### src/rtl/twb_irq_pkg.sv
package twb_irq_pkg;
  localparam int SRC_N   = 3;
  localparam int CODE_W  = 3;
  localparam int VEC_W   = 8;
  localparam int BASE_W  = VEC_W - CODE_W;
  localparam int PRIO_W  = 3;
  localparam int ERR_IDX = 2;
  localparam int RX_IDX  = 1;
  localparam int TX_IDX  = 0;

  typedef struct packed {
    logic errSet;
    logic rxSet;
    logic txSet;
    logic flagEvt;
  } setStrobes_t;
endpackage

### src/rtl/twb_irq_ctl.sv
module twb_irq_ctl
  import twb_irq_pkg::*;
(
  input  logic        evtFlag,
  input  logic        byteDone,
  input  logic        xmitMode,
  input  logic        addrMatch,
  input  logic        ackEn,
  input  logic        startSent,
  input  logic        ackFail,
  input  logic        stopSeen,
  input  logic        arbLost,
  input  logic        busErr,
  input  logic        hdrSent,
  input  logic        addrSent,
  input  logic        dmaRxEn,
  input  logic        dmaTxEn,
  input  logic        dmaRxEob,
  input  logic        dmaTxEob,
  output setStrobes_t strobes
);
  logic errCause;
  logic rxByte;
  logic txByte;
  logic rxNorm;
  logic txNorm;

  // error source collects the qualified engine events
  assign errCause = (addrMatch & ackEn) | startSent | ackFail | stopSeen |
                    arbLost | busErr | hdrSent | addrSent;

  // byte events split by transfer direction
  assign rxByte = byteDone & ~xmitMode;
  assign txByte = byteDone &  xmitMode;

  // DMA ownership of a direction removes the byte event
  assign rxNorm = rxByte & ~dmaRxEn;
  assign txNorm = txByte & ~dmaTxEn;

  always_comb begin
    strobes.errSet  = evtFlag & errCause;
    strobes.rxSet   = rxNorm | (dmaRxEn & dmaRxEob);
    strobes.txSet   = txNorm | (dmaTxEn & dmaTxEob);
    strobes.flagEvt = (evtFlag & errCause) | rxNorm | txNorm;
  end
endmodule

### src/rtl/twb_irq_dp.sv
module twb_irq_dp
  import twb_irq_pkg::*;
(
  input  logic              clk,
  input  logic              rstN,
  input  setStrobes_t       strobes,
  input  logic [SRC_N-1:0]  clrVec,
  input  logic [SRC_N-1:0]  maskVec,
  input  logic              globalEn,
  input  logic [PRIO_W-1:0] prioLevel,
  input  logic [PRIO_W-1:0] cpuLevel,
  input  logic              dmaBusy,
  input  logic [BASE_W-1:0] vecBase,
  input  logic              errHoldsDma,
  output logic              irqReq,
  output logic [VEC_W-1:0]  irqVector,
  output logic              eventFlag,
  output logic              dmaSuspend,
  output logic [SRC_N-1:0]  pendBits
);
  logic [SRC_N-1:0]  setVec;
  logic [SRC_N-1:0]  activeVec;
  logic [CODE_W-1:0] selCode;
  logic              prioOk;

  assign setVec = {strobes.errSet, strobes.rxSet, strobes.txSet};

  // per-source pending bit, set beats clear
  for (genvar i = 0; i < SRC_N; i++) begin : g_pend
    always_ff @(posedge clk or negedge rstN) begin
      if (!rstN) pendBits[i] <= 1'b0;
      else       pendBits[i] <= (pendBits[i] & ~clrVec[i]) | setVec[i];
    end
  end

  always_ff @(posedge clk or negedge rstN) begin
    if (!rstN) eventFlag <= 1'b0;
    else       eventFlag <= strobes.flagEvt;
  end

  assign activeVec = pendBits & maskVec;

  // higher index ranks higher; code = 2*(SRC_N-index)
  always_comb begin
    selCode = '0;
    for (int i = 0; i < SRC_N; i++) begin
      if (activeVec[i]) selCode = CODE_W'((SRC_N - i) * 2);
    end
  end

  // lower value is more urgent; 3'b111 can never be below cpuLevel
  assign prioOk     = prioLevel < cpuLevel;
  assign irqReq     = globalEn & (|activeVec) & prioOk & ~dmaBusy;
  assign irqVector  = {vecBase, selCode};
  assign dmaSuspend = errHoldsDma & pendBits[ERR_IDX];
endmodule

### src/rtl/twb_irq_top.sv
module twb_irq_top
  import twb_irq_pkg::*;
(
  input  logic              clk,
  input  logic              rstN,
  input  logic              evtFlag,
  input  logic              byteDone,
  input  logic              xmitMode,
  input  logic              addrMatch,
  input  logic              ackEn,
  input  logic              startSent,
  input  logic              ackFail,
  input  logic              stopSeen,
  input  logic              arbLost,
  input  logic              busErr,
  input  logic              hdrSent,
  input  logic              addrSent,
  input  logic              dmaRxEn,
  input  logic              dmaTxEn,
  input  logic              dmaRxEob,
  input  logic              dmaTxEob,
  input  logic              dmaBusy,
  input  logic              globalEn,
  input  logic              maskErr,
  input  logic              maskRx,
  input  logic              maskTx,
  input  logic              clrErr,
  input  logic              clrRx,
  input  logic              clrTx,
  input  logic              errHoldsDma,
  input  logic [PRIO_W-1:0] prioLevel,
  input  logic [PRIO_W-1:0] cpuLevel,
  input  logic [BASE_W-1:0] vecBase,
  output logic              irqReq,
  output logic [VEC_W-1:0]  irqVector,
  output logic              eventFlag,
  output logic              dmaSuspend
);
  setStrobes_t      strobes;
  logic [SRC_N-1:0] pendBits;

  twb_irq_ctl i_ctl (
    .evtFlag(evtFlag), .byteDone(byteDone), .xmitMode(xmitMode),
    .addrMatch(addrMatch), .ackEn(ackEn), .startSent(startSent),
    .ackFail(ackFail), .stopSeen(stopSeen), .arbLost(arbLost),
    .busErr(busErr), .hdrSent(hdrSent), .addrSent(addrSent),
    .dmaRxEn(dmaRxEn), .dmaTxEn(dmaTxEn), .dmaRxEob(dmaRxEob),
    .dmaTxEob(dmaTxEob), .strobes(strobes)
  );

  twb_irq_dp i_dp (
    .clk(clk), .rstN(rstN), .strobes(strobes),
    .clrVec({clrErr, clrRx, clrTx}),
    .maskVec({maskErr, maskRx, maskTx}),
    .globalEn(globalEn), .prioLevel(prioLevel), .cpuLevel(cpuLevel),
    .dmaBusy(dmaBusy), .vecBase(vecBase), .errHoldsDma(errHoldsDma),
    .irqReq(irqReq), .irqVector(irqVector), .eventFlag(eventFlag),
    .dmaSuspend(dmaSuspend), .pendBits(pendBits)
  );
endmodule

### config.mk
export PLATFORM = sky130hd
export DESIGN_NAME = twb_irq_top
export DESIGN_NICKNAME = d
export VERILOG_FILES = /design/src/rtl/twb_irq_pkg.sv /design/src/rtl/twb_irq_ctl.sv /design/src/rtl/twb_irq_dp.sv /design/src/rtl/twb_irq_top.sv
export SDC_FILE = /design/constraint.sdc
export NUM_CORES = 1
export LEC_CHECK = 0
export BUFFER_PORTS_ARGS = -buffer_cell sky130_fd_sc_hd__buf_2
export CAP_MARGIN = 20
export CORE_AREA = 3 3 40 42
export DETAILED_ROUTE_END_ITERATION = 7
export DIE_AREA = 0 0 43 45
export PLACE_DENSITY = 0.81
export REMOVE_ABC_BUFFERS = 1
export SLEW_MARGIN = 20
export SYNTH_ARGS = -nofsm -noshare
export SYNTH_HDL_FRONTEND = slang
export SYNTH_SLANG_ARGS = --single-unit
### constraint.sdc
create_clock -name clk -period 1.5 [get_ports clk]
set_input_delay 0 -clock clk [delete_from_list [all_inputs] [get_ports clk]]
set_output_delay 0 -clock clk [all_outputs]
set_load 0.01 [all_outputs]
==> results summary <==
The flow ran to the end, and the final reports show no timing, DRC or antenna violations. The TritonCTS clock tree is yes. The worst path in the final design needs a cycle of roughly 1.5 ns, including I/O delays and setup. The count of endpoints failing setup in the final report came out at 0. The top cell types in the final layout, fill and taps aside, are 37 x buf_2, 9 x nand2_1, 8 x dlygate4sd3_1, 6 x inv_1, 4 x dfrtp_1. The area taken by multi-input logic gates came out at ~190 um^2. The number of antenna violations at the first check in global routing is 0. The cell area after synthesis came out at roughly 360 um^2. The critical path contains buffers and inverters numbering 3 combined. The final number of hold-violating endpoints came out at 0.

The nature of the critical path startpoint is a primary input. The power per standard cell area came out at roughly 620 mW/mm^2. The number of port buffers is 37.

The count of warnings emitted by yosys is 0. By instance count, the cell type seen most on the critical path is dlygate4sd3_1. The library cell contributing the largest single delay on the critical path is dlygate4sd3_1.

Between clock sinks in the finished design, the worst skew comes to 0 ns. The final net count is 129. Sequential cells account for ~33% of the total power. The final cycle utilization of the critical path came out at between 90% and 100%. The via count of the first global-routing pass was approximately 470. Summing all flip-flop and latch instances after layout gives approximately 100 um^2. The path type of the worst min-delay path is in2out.

The switching share of total power is 26.3%. The delay of the slowest cell on the worst path is roughly 0.56 ns. Across the VDD grid, the largest voltage drop is 0.333 mV. Combinational logic is responsible for 33.6% of the overall power.

The detailed-routing iteration count for the pre-antenna-repair pass came out at 4. The critical path in this run is classified as in2reg. The commonest non-fill, non-tap cell in the layout is buf_2.

The number of fill cells is ~130. The final instance area came out at 617 um^2. Compared with the post-synthesis result, the final layout area differs by 73.6%.

The leakage power came out at 0.359 nW. For flop-to-flop paths, the worst setup slack is ~0.31 ns. The die width came out at between 40 and 50 um. Once layout is complete, the utilization of the core stands at 48.0%. The startpoint identified for the worst hold timing path is vecBase[1].

After detailed routing, the average wire length per cell comes to ~10 um. The clock-pin slew reported for the worst setup and hold paths after clock tree synthesis is approximately 0.030 ns. The die span in y came out at ~45 um. Setup repair after global routing left no endpoint under its margin.

The count of nets left with antenna violations once routing finished came out at 0. The number of buffers inserted during clock tree synthesis is 3. The placement-stage cell area came out at just over 500 um^2. The worst flop-to-flop path startpoint is i_dp.pendBits[1].

The residual DRC count is 0. The count of clock tree sinks came out at 4. The via density per instance is between 4 and 5. The worst setup path is captured at a flip-flop. The maximum clock frequency came out at about 690 MHz.

The final weighted congestion of routability-driven global placement came out at roughly 0.66. The total of flip-flops plus latches after synthesis came out at 4. For this design the total switching power over the nets is 101 uW. Traced cell by cell, the critical path runs through dlygate4sd3_1, buf_2, nor3b_1, a21oi_1, o21ai_1, dlygate4sd3_1. Summed over all nets, the half-perimeter wirelength after detailed placement is 827 um. The max-slew violation count is 0. For this block, the routed nets add up to 1040 um of wire. The number of distinct library cells after synthesis is 22. The clock tree buffer depth is 2.

Sequential elements use about 28% of the synthesized area. The count of cells along the worst register-to-register path came out at 3. During I/O placement, the number of pins put on the boundary was approximately 50. The largest net degree at the start of global routing came out at 5.

In this run the critical register-to-register path is captured at i_dp.pendBits[1]. The starting utilization of the core area came out at around 28%. The first-pass GRT wire length is around 1700 um. In this run the number of H-tree levels came out at 1. The per-instance average area after synthesis came out at 7.90 um^2. The worst hold path stage count is 0.

The post-CTS repair timing setup buffer count is 0. The share of cells above drive strength 1 came out at between 40% and 50%. Counting every instance in the synthesized netlist gives 45. The area of the placeable core came out at between 0.001 and 0.0015 mm^2.

The largest driver fanout on the critical path came out at 3. Among cell families on the critical path, the largest total delay comes from buffers and inverters. Cell internal power was estimated by the tool at 283 uW.

The row count came out at 13. The clock insertion delay at the later pin of the skew report came out at between 0.2 and 0.25 ns. The clock network fraction of total power came out at between 30% and 40%. The root buffer selected by CTS is clkbuf_4. The required time at the worst-slack endpoint is approximately 1.6 ns.

0 antenna diodes ended up in the layout. The total overflow left after global routing is 0. STA puts the critical path data arrival time at 1.57 ns. The initial detailed-routing violation count came out at 2. The number of max-cap violations came out at 0. The total negative slack for setup checks is 0 ns. The total global-route track usage is around an eighth. The die covers 0.00194 mm^2. The detailed router placed ~470 vias in this run. The worst hold path terminates at irqVector[4].
## worst register-to-register path: cells and delay by family, from the launching register on
family	cells	cell delay, ns
DFF	1	0.39
AOI/OAI and AO/OA	1	0.06
buffers and inverters	2	0.62
## what timing repair did
action                     in CTS  in global routing
setup endpoints to repair       0                  1
hold endpoints to repair        8                  0
hold buffers                    8                  0
gates resized for setup         0                  1
## metrics by stage
| step | std cells | hold slack [ns] | setup WS (ns) | power [mW] |
|---|---|---|---|---|
| after floorplan | 39 | -0.296 | 0.718 | 0.172 |
| after global placement | 91 | -0.195 | 0.615 | 0.233 |
| after detailed placement | 91 | -0.190 | 0.577 | 0.237 |
| after CTS | 102 | 0.0000945 | 0.0806 | 0.394 |
| after global routing | 102 | 0.0000661 | 0.0115 | 0.424 |
| final | 102 | 0.0000718 | 0.0423 | 0.384 |
## kinds of logic (layout without fill, tap and decap cells)
group / count (synthesis) / in the layout / share of synthesized area (%)
AOI/OAI and AO/OA: 9 / 9 / 19.0
adders and majority gates: 2 / 2 / 7.04
muxes: 1 / 1 / 2.82
DFF: 4 / 4 / 28.2
other: 1 / 1 / 1.06
and+or+nand+nor: 16 / 16 / 22.9
buffers and inverters: 12 / 54 / 19.0
## worst max path at each step
stage | startpoint | end | slack [ns] | depth (start not counted)
global placement | prioLevel[1] | irqReq | 0.62 | 5
CTS | byteDone | i_dp.pendBits[1] | 0.08 | 6
global route | byteDone | i_dp.pendBits[1] | 0.01 | 6
finish | byteDone | i_dp.pendBits[1] | 0.04 | 6
detailed placement | i_dp.pendBits[1] | irqReq | 0.58 | 3
floorplan | i_dp.pendBits[1] | irqReq | 0.72 | 2
## layer usage
layer  vias up  GRT usage [%]  wire length (um)
met5         -              0                 0
met1       191           11.2               343
met3         2           8.37               226
li1        230              -                 -
met2        46           21.3               465
met4         0           5.42                10
## power by group through the flow
stage	Combinational (mW)	Clock, mW	Sequential [mW]
after global routing	0.146	0.152	0.127
final	0.129	0.130	0.125
after floorplan	0.0468	0	0.126
after global placement	0.108	0	0.126
after CTS	0.129	0.140	0.125
after detailed placement	0.111	0	0.126
## synthesized netlist by cell type
cell type,n,area [um^2]
a21o_1,1,7.51
a21oi_1,2,10.0
a221oi_2,1,15.0
a22oi_1,1,7.51
a31o_1,1,8.76
and2_1,1,6.26
buf_4,6,45.0
conb_1,1,3.75
dfrtp_1,4,100
ha_1,2,25.0
inv_1,6,22.5
mux2i_1,1,10.0
nand2_1,9,33.8
nand2b_4,1,13.8
nand3_1,1,5.00
nor2_1,1,3.75
nor3_1,1,5.00
nor3b_1,1,7.51
nor4_1,1,6.26
o21ai_0,1,5.00
o21ai_1,1,5.00
o221ai_1,1,8.76
## flip-flops by register name, indices dropped and copies added, names as in the netlist
name and flops:
i_dp.eventFlag 1, i_dp.pendBits 3
## layout make-up
class | count | area share (%)
Timing Repair Buffer | 45 | 43.0
Sequential cell | 4 | 16.2
Multi-Input combinational cell | 29 | 30.4
Clock buffer | 3 | 3.65
Inverter | 6 | 3.65
Tap cell | 15 | 3.04
No activity file was read; power rests on OpenSTA's default activity.
